## config.mk

```make
export PLATFORM = sky130hd
export DESIGN_NAME = rle_bitstream_expander
export DESIGN_NICKNAME = d
export VERILOG_FILES = /design/src/rtl/rle_expander_pkg.sv /design/src/rtl/rle_expander_dp.sv /design/src/rtl/rle_expander_ctl.sv /design/src/rtl/rle_bitstream_expander.sv
export SDC_FILE = /design/constraint.sdc
export NUM_CORES = 1
export LEC_CHECK = 0
export BUFFER_PORTS_ARGS = -buffer_cell sky130_fd_sc_hd__buf_2
export CAP_MARGIN = 10
export CORE_MARGIN = 5
export CORE_UTILIZATION = 57
export CTS_BUF_LIST = sky130_fd_sc_hd__clkbuf_4 sky130_fd_sc_hd__clkbuf_8 sky130_fd_sc_hd__clkbuf_16
export CTS_CLUSTER_DIAMETER = 150
export CTS_CLUSTER_SIZE = 24
export DETAILED_ROUTE_END_ITERATION = 8
export GPL_ROUTABILITY_DRIVEN = 0
export PLACE_DENSITY = 0.78
export SETUP_SLACK_MARGIN = 0.5
export SLEW_MARGIN = 20
export SYNTH_ARGS = -nofsm -noshare
export SYNTH_HDL_FRONTEND = slang
export SYNTH_HIERARCHICAL = 1
export SYNTH_SLANG_ARGS = --single-unit
```

## constraint.sdc

```tcl
create_clock -name clk -period 2.54 [get_ports clk]
set_input_delay 0.508 -clock clk [delete_from_list [all_inputs] [get_ports clk]]
set_output_delay 0.508 -clock clk [all_outputs]
set_load 0.1 [all_outputs]
```

## src/rtl/rle_expander_pkg.sv

```systemverilog
package rle_expander_pkg;

  typedef enum logic [2:0] {
    ST_SEEK_FF,
    ST_SEEK_SYNC,
    ST_LEAD,
    ST_FETCH,
    ST_RUN,
    ST_TERM,
    ST_DONE
  } stateT;

  // strobes from control to datapath
  typedef struct packed {
    logic clearLead;
    logic stepLead;
    logic loadCode;
    logic decRun;
    logic emitLead;
    logic emitTerm;
  } ctrlT;

  // status from datapath to control
  typedef struct packed {
    logic byteIsFF;
    logic byteIsSync;
    logic codeSkip;
    logic codeTermOnly;
    logic leadLast;
    logic runLast;
    logic runHasTerm;
    logic lastSeen;
  } statT;

endpackage

```

## src/rtl/rle_expander_dp.sv

```systemverilog
module rle_expander_dp
  import rle_expander_pkg::*;
#(
  parameter int DATA_W = 8,
  parameter int ONES_MAX = 226,
  parameter int LEAD_LEN = 16,
  parameter logic [LEAD_LEN-1:0] LEAD_WORD = 16'hFF20
) (
  input  logic              clk,
  input  logic              rst_n,
  input  logic [DATA_W-1:0] inByte,
  input  logic              inLast,
  input  ctrlT              ctrl,
  output statT              sts,
  output logic              outBit
);

  localparam int CNT_W  = DATA_W;
  localparam int LIDX_W = $clog2(LEAD_LEN);
  localparam logic [DATA_W-1:0] K_ONESMAX = DATA_W'(ONES_MAX);
  localparam logic [DATA_W-1:0] K_NOTERM  = DATA_W'(ONES_MAX + 1);
  localparam logic [DATA_W-1:0] K_ZBASE   = DATA_W'(ONES_MAX + 2);
  localparam logic [DATA_W-1:0] K_ALLONE  = {DATA_W{1'b1}};
  localparam logic [DATA_W-1:0] K_FF      = {DATA_W{1'b1}};

  logic [CNT_W-1:0]  runCnt, nxtCnt;
  logic              runBit, nxtBit;
  logic              hasTerm, nxtTerm;
  logic              lastSeen;
  logic [LIDX_W-1:0] leadIdx;
  logic              leadBit;

  // code byte classification
  always_comb begin
    nxtCnt  = '0;
    nxtBit  = 1'b0;
    nxtTerm = 1'b1;
    if (inByte == K_ALLONE) begin
      nxtCnt = '0;
      nxtBit = 1'b0;
    end else if (inByte >= K_ZBASE) begin
      nxtCnt = inByte - K_ZBASE;
      nxtBit = 1'b0;
    end else if (inByte == K_NOTERM) begin
      nxtCnt  = K_ONESMAX;
      nxtBit  = 1'b1;
      nxtTerm = 1'b0;
    end else begin
      nxtCnt = inByte;
      nxtBit = 1'b1;
    end
  end

  always_ff @(posedge clk or negedge rst_n) begin
    if (!rst_n) begin
      runCnt   <= '0;
      runBit   <= 1'b0;
      hasTerm  <= 1'b0;
      lastSeen <= 1'b0;
    end else if (ctrl.loadCode) begin
      runCnt   <= nxtCnt;
      runBit   <= nxtBit;
      hasTerm  <= nxtTerm;
      lastSeen <= inLast;
    end else if (ctrl.decRun) begin
      runCnt <= runCnt - CNT_W'(1);
    end
  end

  always_ff @(posedge clk or negedge rst_n) begin
    if (!rst_n)              leadIdx <= '0;
    else if (ctrl.clearLead) leadIdx <= '0;
    else if (ctrl.stepLead)  leadIdx <= leadIdx + LIDX_W'(1);
  end

  assign leadBit = LEAD_WORD[LIDX_W'(LEAD_LEN - 1) - leadIdx];
  assign outBit  = ctrl.emitLead ? leadBit : (ctrl.emitTerm ? ~runBit : runBit);

  assign sts.byteIsFF     = (inByte == K_FF);
  assign sts.byteIsSync   = (inByte[DATA_W-1 -: 4] == 4'h3);
  assign sts.codeSkip     = (inByte == '0);
  assign sts.codeTermOnly = nxtTerm && (nxtCnt == '0);
  assign sts.leadLast     = (leadIdx == LIDX_W'(LEAD_LEN - 1));
  assign sts.runLast      = (runCnt == CNT_W'(1));
  assign sts.runHasTerm   = hasTerm;
  assign sts.lastSeen     = lastSeen;

  // a run is never stepped past empty
  assert_run_nonzero_R4: assert property (@(posedge clk) disable iff (!rst_n)
    ctrl.decRun |-> runCnt != '0);

  // a run never exceeds the longest ones run
  assert_run_bound_R5: assert property (@(posedge clk) disable iff (!rst_n)
    runCnt <= K_ONESMAX);

endmodule

```

## src/rtl/rle_expander_ctl.sv

```systemverilog
module rle_expander_ctl
  import rle_expander_pkg::*;
(
  input  logic clk,
  input  logic rst_n,
  input  logic inValid,
  input  logic inLast,
  input  logic outReady,
  input  statT sts,
  output ctrlT ctrl,
  output logic inReady,
  output logic outValid,
  output logic done
);

  stateT state, nextState;
  logic  accept, fire;

  assign inReady  = (state == ST_SEEK_FF) || (state == ST_SEEK_SYNC) || (state == ST_FETCH);
  assign outValid = (state == ST_LEAD) || (state == ST_RUN) || (state == ST_TERM);
  assign done     = (state == ST_DONE);
  assign accept   = inValid && inReady;
  assign fire     = outValid && outReady;

  always_comb begin
    nextState = state;
    unique case (state)
      ST_SEEK_FF:
        if (accept && sts.byteIsFF) nextState = ST_SEEK_SYNC;
      ST_SEEK_SYNC:
        if (accept) begin
          if (sts.byteIsSync)     nextState = ST_LEAD;
          else if (!sts.byteIsFF) nextState = ST_SEEK_FF;
        end
      ST_LEAD:
        if (fire && sts.leadLast) nextState = ST_FETCH;
      ST_FETCH:
        if (accept) begin
          if (sts.codeSkip)          nextState = inLast ? ST_DONE : ST_FETCH;
          else if (sts.codeTermOnly) nextState = ST_TERM;
          else                       nextState = ST_RUN;
        end
      ST_RUN:
        if (fire && sts.runLast) begin
          if (sts.runHasTerm)    nextState = ST_TERM;
          else if (sts.lastSeen) nextState = ST_DONE;
          else                   nextState = ST_FETCH;
        end
      ST_TERM:
        if (fire) nextState = sts.lastSeen ? ST_DONE : ST_FETCH;
      ST_DONE:
        nextState = ST_DONE;
      default:
        nextState = ST_SEEK_FF;
    endcase
  end

  always_ff @(posedge clk or negedge rst_n) begin
    if (!rst_n) state <= ST_SEEK_FF;
    else        state <= nextState;
  end

  always_comb begin
    ctrl.clearLead = (state == ST_SEEK_SYNC) && accept && sts.byteIsSync;
    ctrl.stepLead  = (state == ST_LEAD) && fire;
    ctrl.loadCode  = (state == ST_FETCH) && accept;
    ctrl.decRun    = (state == ST_RUN) && fire;
    ctrl.emitLead  = (state == ST_LEAD);
    ctrl.emitTerm  = (state == ST_TERM);
  end

  assert_hold_R10: assert property (@(posedge clk) disable iff (!rst_n)
    (outValid && !outReady) |=> (outValid && $stable(ctrl.emitTerm) && $stable(ctrl.emitLead)));

  assert_done_sticky_R11: assert property (@(posedge clk) disable iff (!rst_n)
    done |=> done);

  assert_load_emits_R4: assert property (@(posedge clk) disable iff (!rst_n)
    (ctrl.loadCode && !sts.codeSkip) |=> outValid);

endmodule

```

## src/rtl/rle_bitstream_expander.sv

```systemverilog
module rle_bitstream_expander
  import rle_expander_pkg::*;
#(
  parameter int ONES_MAX = 226
) (
  input  logic       clk,
  input  logic       rst_n,
  input  logic [7:0] inByte,
  input  logic       inValid,
  input  logic       inLast,
  output logic       inReady,
  output logic       outBit,
  output logic       outValid,
  input  logic       outReady,
  output logic       done
);

  ctrlT ctrl;
  statT sts;

  rle_expander_ctl u_ctl (
    .clk(clk), .rst_n(rst_n), .inValid(inValid), .inLast(inLast),
    .outReady(outReady), .sts(sts), .ctrl(ctrl),
    .inReady(inReady), .outValid(outValid), .done(done)
  );

  rle_expander_dp #(.DATA_W(8), .ONES_MAX(ONES_MAX), .LEAD_LEN(16), .LEAD_WORD(16'hFF20)) u_dp (
    .clk(clk), .rst_n(rst_n), .inByte(inByte), .inLast(inLast),
    .ctrl(ctrl), .sts(sts), .outBit(outBit)
  );

  assert_held_bit_R10: assert property (@(posedge clk) disable iff (!rst_n)
    (outValid && !outReady) |=> $stable(outBit));

  assert_done_quiet_R11: assert property (@(posedge clk) disable iff (!rst_n)
    done |-> (!outValid && !inReady));

endmodule

```

Word-level counts from Yosys, hierarchy flattened
Memory sizes are Yosys's and may differ from the RTL's.
Index checks and enable logic that the tools add are counted.
{"block": "op_classes", "bitwise_logic": 1, "reduce_logical": 21, "eq_ne": 18, "muxes": 29, "n_addsub": 4, "magnitude_cmp": 2}
{"operator": "$mux W8", "count": 5}
{"operator": "$mux W3", "count": 12}
{"operator": "$pmux W3 S7", "count": 1}
{"operator": "$eq A8 B8 Y1 const B", "count": 2}
{"operator": "$logic_not A8 Y1", "count": 2}
{"operator": "$logic_and A1 B1 Y1", "count": 11}
{"operator": "$eq A3 B3 Y1 const B", "count": 3}
{"operator": "$mux W1", "count": 9}
{"operator": "$eq A8 B1 Y1 const B", "count": 1}
{"operator": "$ge A8 B8 Y1 const B", "count": 1}
{"operator": "$mux W4", "count": 2}
{"operator": "$sub A8 B1 Y8 const B", "count": 1}
{"operator": "$sub A8 B8 Y8 const B", "count": 1}
{"operator": "$reduce_and A7 Y1", "count": 1}
{"operator": "$eq A3 B2 Y1 const B", "count": 2}
{"operator": "$ne A2 B1 Y1 const B", "count": 3}
{"operator": "$ne A2 B2 Y1 const B", "count": 3}
{"operator": "$lt A4 B5 Y1 const B", "count": 1}
{"operator": "$add A4 B1 Y4 const B", "count": 1}
{"operator": "$eq A4 B2 Y1 const B", "count": 1}
{"operator": "$eq A4 B4 Y1 const B", "count": 1}
{"operator": "$logic_or A1 B1 Y1", "count": 4}
{"operator": "$reduce_bool A2 Y1", "count": 2}
{"operator": "$sub A4 B4 Y4 const A", "count": 1}
{"operator": "other kinds (4)", "count": 4}
{"block": "word_totals", "mem_bits_ro": 16, "input_bits": 13, "ff_bits": 18, "memories": 1, "out_inout_bits": 4}
{"memory": "(name not given)", "depth": 16, "word_bits": 1, "rd": 1, "rd_ports_with_merged_regs": 0, "wr": 0, "line": "rle_expander_dp.sv:76", "rtl": "assign leadBit = LEAD_WORD[LIDX_W'(LEAD_LEN - 1) - leadIdx];"}

Logic depth before layout (Yosys ltp)
Gate-level depths: netlist (run 1).
{"block": "logic_depth", "ltp_word": 10, "mapped_depth": 10, "mapped_depth_nobuf": 10}

Hierarchy
Netlist (run 1), hierarchy kept.
{"mod": "rle_expander_dp", "instances": 1, "cells_per_inst": 116, "area_each_um2": 1067.3}
{"mod": "rle_expander_ctl", "instances": 1, "cells_per_inst": 50, "area_each_um2": 356.6}

Least setup slack after synthesis (run 1)
OpenSTA, ideal clock, no wires.
{"block": "synth_timing", "path_kind": "register to output", "startpoint": "register u_ctl.state[1]", "endpoint": "output outBit", "arrival_ns": 2.564, "path_slack_ns": -0.532, "stages_incl_launch_ff": 7, "n_path_buf": 1, "t_required_ns": 2.032, "cell_sequence": "dfrtp_1 > buf_2 > nand2b_2 > nor2_1 > xor2_1 > nor2_1 > a31oi_1"}
{"item": "from (decl)", "line": "rle_expander_ctl.sv:16", "rtl": "stateT state, nextState;"}
{"item": "from (signal assigned)", "line": "rle_expander_ctl.sv:60", "rtl": "else state <= nextState;"}
{"item": "to (decl)", "line": "rle_bitstream_expander.sv:12", "rtl": "output logic outBit,"}

==> results of run 1 <==
[per-stage QoR]
step / setup slack (ps) / instance area [µm²] / hold WS (ps) / power, mW
after global routing: 344 / 1920 / 137 / 1.94
after CTS: 399 / 1770 / 139 / 1.68
final: 400 / 1920 / 127 / 1.82
after detailed placement: 28.9 / 1600 / 469 / 1.41
after global placement: 101 / 1600 / 468 / 1.37
after floorplan: 27.5 / 1470 / 212 / 1.24
[cells in the final DEF, fill, tap and decap left out, types with 2 or more instances in the layout]
cell | netlist | layout
buf_4 | 3 | 26
nor2_1 | 21 | 18
dfrtp_1 | 18 | 16
nand2_1 | 13 | 13
buf_2 | 2 | 10
xor2_1 | 8 | 8
inv_1 | 8 | 7
a21oi_1 | 10 | 7
ha_1 | 8 | 7
a21oi_2 | 2 | 5
nand2b_1 | 6 | 5
o22ai_1 | 5 | 5
clkbuf_4 | 0 | 4
nor4b_1 | 3 | 3
o21a_1 | 3 | 3
mux2i_1 | 3 | 3
nor3_1 | 4 | 3
mux2_2 | 3 | 3
xnor2_1 | 3 | 3
buf_6 | 0 | 2
and3_1 | 2 | 2
nand2b_4 | 0 | 2
nor2_2 | 0 | 2
o21ai_0 | 4 | 2
nor2b_1 | 4 | 2
dfrtp_2 | 0 | 2
nor2b_4 | 0 | 2
o21ai_1 | 1 | 2
[repair_timing]
action,4_1_cts,5_1_grt
hold buffers,0,0
setup buffers,10,7
pin swaps,5,9
endpoints found under the setup margin,4,7
gates resized for setup,16,24
[where the power goes]
part	switching [mW]	total, mW	internal (mW)
Combinational	0.654	1.10	0.450
Clock	0.0935	0.181	0.0873
Sequential	0.131	0.537	0.406
Total	0.878	1.82	0.944
[cell families (layout without fill, tap and decap cells)]
group	Yosys count	in the layout	share of synthesized area (%)
adder cells (fa/ha/maj)	8	8	7.03
multiplexers	6	6	4.48
buffers and inverters	16	54	5.18
XOR/XNOR	11	11	6.77
flip-flops	18	18	31.6
AO/OA/AOI/OAI	39	39	18.7
AND/OR/NAND/NOR	68	68	26.2
[worst max-delay path, cell delays in order]
cell and delay, ps:
buf_12 120, inv_16 40, buf_4 110, buf_4 110, ha_1 160, nand4b_1 190
a31oi_4 270, a21oi_2 60, nor4_2 280, nor2b_1 170, o21ba_1 160, nor3_2 40
mux2i_1 150
[synth_stat cells, types with 3 or more instances]
master	instances	share of area, %
xor2_1	8	4.9
mux2_2	3	2.4
dfrtp_1	18	32
inv_1	8	2.1
nor4b_1	3	1.8
nor2_1	21	5.5
nor3_1	4	1.4
nand2b_1	6	2.6
a21oi_1	10	3.5
mux2i_1	3	2.1
nand2_1	13	3.4
ha_1	8	7.0
a31oi_1	3	1.3
o21ai_0	4	1.4
buf_4	3	1.6
nor2b_1	4	1.8
xnor2_1	3	1.8
o21a_1	3	1.6
o22ai_1	5	2.2
[flip-flops by register name (all words and copies together), names as in the netlist]
register	count
u_ctl/state	3
u_dp/hasTerm	1
u_dp/lastSeen	1
u_dp/leadIdx	4
u_dp/runBit	1
u_dp/runCnt	8
[final timing paths]
kind	end	depth (start not counted)	slack, ps	start
worst max-delay path	u_ctl/state[0]	13	400	inByte[3]
worst min-delay path	u_dp/lastSeen	1	130	rst_n
worst max register to register	u_ctl/state[0]	6	490	u_dp/runCnt[4]
worst min register to register	u_dp/runBit	2	560	u_dp/runBit
max in group asynchronous	u_ctl/state[2]	1	2100	rst_n
min in group clk	u_dp/lastSeen	2	460	inLast
[cell type report]
class	count	share of cell area, %
Clock buffer	4	1.89
Inverter	9	2.60
Tap cell	30	1.95
Multi-Input combinational cell	132	53.8
Sequential cell	18	23.6
Timing Repair Buffer	41	16.1
[per-layer routing]
layer | track usage (%) | vias up
met2 | 44.6 | 62
met1 | 25.6 | 705
met4 | 8.86 | 0
met3 | 3.46 | 11
met5 | 0 | -
li1 | - | 677
==> impl_metrics.csv, run 1 <==
group,metric,value,unit
synthesis,synthCells,166,
synthesis,synth_seq_cells,18,
worst_hold_path,hold_path.class,"in -> async",
synthesis,synth_edf_count,0,
floorplanning,start_util,58.5,%
synthesis,synth_ff_type,"dfrtp_1",
route,ant_nets,0,
cts,clk_pin_slew,110,ps
job,maxCapViolCount,0,
cells_and_area,n_antenna_cell,0,
floorplanning,rows,18,
global_route,grt_antenna_before_repair,0,
cells_and_area,area_growth,35.0,%
synthesis,syn_avg_cell_area,8.58,µm²
global_route,grt_pass1_vias,1469,
cts,clock_latency,290,ps
cells_and_area,fin_cells,234,
placement,port_buffers,16,
timing,clock.fmax,467,MHz
critical_path,cp_data_required_time,2760,ps
cells_and_area,multi_input_area,1030,µm²
route,via_count,1455,
floorplanning,die_h,60.0,µm
critical_path,critPathLaunchType,"input port",
global_route,overflow,0,
route,met3_length,205,µm
timing,fin_setup_tns,0,ps
cells_and_area,layout.nets,226,
floorplanning,core_region_area,2430,µm²
power,p_leak,0.834,nW
synthesis,synth_area,1420,µm²
global_route,grt_pass1_wl,6300,µm
timing,worst_pin_slew,508,ps
cells_and_area,register_area,453,µm²
route,drt_pass1_iterations,4,
cts,tritoncts,"built",
synthesis,syn-num-nets,187,
cells_and_area,final_layout_size_suffix_gt1_share,38.2,%
placement,dp_hpwl,2610,µm
cells_and_area,fillers,159,
timing,min_period,2140,ps
outcome,status,"complete, no violations",
critical_path,end_kind,"register",
route,drc,0,
cts,clockBufferDepth,2,
timing,relSlewSlack,65.9,%
cts,cts_made_buffers,3,
synthesis,synth.distinct_cells,48,
cts,numClockSinks,18,
global_route,grt_max_degree,21,
timing,finalCritPeriodShare,84.3,%
route,top_layer_used,"met4",
synthesis,ys_seq_area_share,31.6,%
timing,hold_viol_final,0,
cts,htreeDepth,1,
cts,clockRootBuffer,"clkbuf_4",
route,wl,4160,µm
global_route,grtUsageTotal,23.4,%
placement,dpl.cell_count,213,
synthesis,async_reset_ff_share,100,%
timing,finalSetupViolations,0,
power,peakVddDrop,0.941,mV
route,post_drt_wl_per_cell,17.8,µm
critical_path,cp.arrival,2360,ps
route,routed_via_density,6.22,
floorplanning,die_w,60.0,µm
floorplanning,dieArea,3600,µm²
synthesis,ys_warn_count,6,
cells_and_area,final_core_util,79.0,%
floorplanning,ios,17,
route,met1_length,1630,µm
route,drt_iter0_markers,80,
timing,rsz0062_at_grt,"true",
route,met2_length,2220,µm
critical_path,crit_type,"in -> reg",
timing,slew_viol_final,0,
timing,skew,4.98,ps
critical_path,crit_fanout,3,
power,power_per_cell_area,948,nW/µm²
No activity file was read; power rests on OpenSTA's default activity.
==> inputs of run 2 (changes only) <==
==> constraint.sdc (replaced) <==
create_clock -name clk -period 2.2 [get_ports clk]
set_input_delay 0.44 -clock clk [delete_from_list [all_inputs] [get_ports clk]]
set_output_delay 0.44 -clock clk [all_outputs]
set_load 0.1 [all_outputs]
==> run 2 against run 1 <==
Compared with the run above:
- wire length is 24% higher
- register-to-register slack worse by 160 ps
- global-route usage is 6.3 points higher
- via count is 10% higher
- clock skew is 1.1 ps lower
- critical path depth is 2 lower
- power is 33% higher
- largest power group unchanged
==> impl_metrics.csv, run 2 (same netlist as run 1, synthesis figures left out) <==
group,metric,value,unit
cts,cts_made_buffers,3,
timing,slew_viol_final,0,
critical_path,path_cells,"buf_12 > inv_16 > ha_4 > or3b_4 > a211o_1 > a21oi_2 > nor4_2 > nor2b_2 > o21ba_2 > nor3_2 > mux2i_1",
cells_and_area,area_growth,57.7,%
cts,clockBufferDepth,2,
route,post_drt_wl_per_cell,20.4,µm
timing,min_period,2080,ps
timing,timing.final.ws_setup,118,ps
placement,pre_cts_slack,-246,ps
cts,clockRootBuffer,"clkbuf_4",
power,peakVddDrop,1.23,mV
cells_and_area,top_regs,"u_dp/runCnt x8, u_dp/leadIdx x4, u_ctl/state x3",
timing,relSlewSlack,71.7,%
cts,tritoncts,"built",
critical_path,end_kind,"register",
route,routed_via_density,6.32,
placement,dpl.cell_count,226,
global_route,overflow,0,
worst_hold_path,hold_path.class,"in -> async",
cts,clk_pin_slew,110,ps
placement,port_buffers,16,
critical_path,cp.arrival,2270,ps
route,ant_nets,0,
route,wl,5160,µm
critical_path,crit_path_max_incr_delay,420,ps
power,internal_power,1.25,mW
critical_path,rr_worst_depth,6,
cells_and_area,n_antenna_cell,0,
floorplanning,start_util,58.5,%
critical_path,rr_startpoint,"u_dp/runCnt[4]",
cts,clock_latency,300,ps
cells_and_area,regMostFlops,"u_dp/runCnt",
critical_path,reg2reg_slack,330,ps
timing,worst_pin_slew,424,ps
cts,numClockSinks,18,
cells_and_area,largest_reg_flops,8,
critical_path,slowest_stage,"or3b_4",
floorplanning,rows,18,
cells_and_area,layout.nets,245,
critical_path,cp_data_required_time,2390,ps
power,power.share.combinational,64.4,%
timing,skew,3.86,ps
timing,fin_setup_tns,0,ps
timing,rsz0062_at_grt,"true",
power,p_leak,0.954,nW
global_route,grt_pass1_vias,1538,
route,via_count,1600,
global_route,grt_pass1_wl,7850,µm
cells_and_area,final_layout_size_suffix_gt1_share,49.3,%
route,drt_pass1_iterations,5,
timing,hold_viol_final,0,
cells_and_area,layout_common_cells,"buf_4, nor2_1, dfrtp_1, nand2_1, buf_6",
timing,finalCritPeriodShare,94.6,%
route,drt_iter0_markers,131,
power,seqPwrFrac,26.9,%
critical_path,crit_type,"in -> reg",
critical_path,r2r-end,"u_ctl/state[0]",
global_route,grtUsageTotal,29.8,%
cells_and_area,fin_cells,253,
power,p_sw_share,48.4,%
power,net-switching-power,1.17,mW
floorplanning,dieArea,3600,µm²
job,maxCapViolCount,0,
power,p_clk_share,8.7,%
placement,dp_hpwl,2790,µm
floorplanning,ios,17,
critical_path,critPathLaunchType,"input port",
cells_and_area,final_common_cell,"buf_4",
cts,htreeDepth,1,
floorplanning,die_h,60.0,µm
power,power_per_cell_area,1080,nW/µm²
outcome,status,"complete, no violations",
critical_path,crit_fanout,4,
floorplanning,die_w,60.0,µm
floorplanning,core_region_area,2430,µm²
global_route,grt_max_degree,21,
timing,clock.fmax,480,MHz
timing,finalSetupViolations,0,
route,drc,0,
global_route,grt_antenna_before_repair,0,
run 2: worst max-delay path by stage:
stage | start | endpoint | cells after the start
floorplan | inByte[3] | u_ctl/state[0] | 10
global placement | inByte[3] | u_ctl/state[0] | 11
detailed placement | inByte[3] | u_ctl/state[0] | 11
CTS | u_ctl/state[1] | outBit | 6
global route | inByte[2] | u_ctl/state[0] | 12
finish | inByte[3] | u_ctl/state[0] | 11
run 2: final cells by class:
type | count | area (µm²)
clock buffer | 4 | 36.3
tap | 30 | 37.5
inverter | 9 | 52.6
multi-input combinational | 132 | 1140
timing repair buffer | 60 | 529
fill | 89 | 186
sequential | 18 | 454
run 2: per-stage QoR:
step | hold slack (ps) | cell area (µm²) | power, mW | util [%]
floorplan | 144 | 1520 | 1.50 | -
global placement | 386 | 1770 | 1.72 | 72.7
detailed placement | 392 | 1770 | 1.77 | 72.7
CTS | 61.7 | 2120 | 2.28 | 87.2
global route | 73.4 | 2250 | 2.53 | 92.3
finish | 57.9 | 2250 | 2.42 | 92.3
run 2: layer usage:
layer  GRT usage [%]  vias up  share of wire, %
met1            34.2      764                35
met4            11.4        0               6.0
met2            55.2       93                52
met5               0        -                 0
met3            3.46       37               6.2
li1                -      706                 -
run 2: critical path: cells and delay by family:
family / cells / cell delay (ps)
AND/OR/NAND/NOR: 4 / 760
multiplexers: 1 / 100
adder cells (fa/ha/maj): 1 / 110
buffers and inverters: 2 / 170
AO/OA/AOI/OAI: 3 / 690
run 2: timing repair:
| action | in CTS | in global routing |
|---|---|---|
| gates resized for setup | 44 | 21 |
| hold buffers | 0 | 0 |
| buffers inserted | 17 | 6 |
| pin swaps | 11 | 8 |
| endpoints found under the setup margin | 12 | 15 |
run 2: power by group through the flow:
stage	Sequential, mW	Combinational, mW	Clock [mW]
CTS	0.630	1.44	0.211
global placement	0.628	1.09	0
global route	0.667	1.64	0.225
floorplan	0.591	0.909	0
finish	0.650	1.56	0.210
detailed placement	0.640	1.13	0
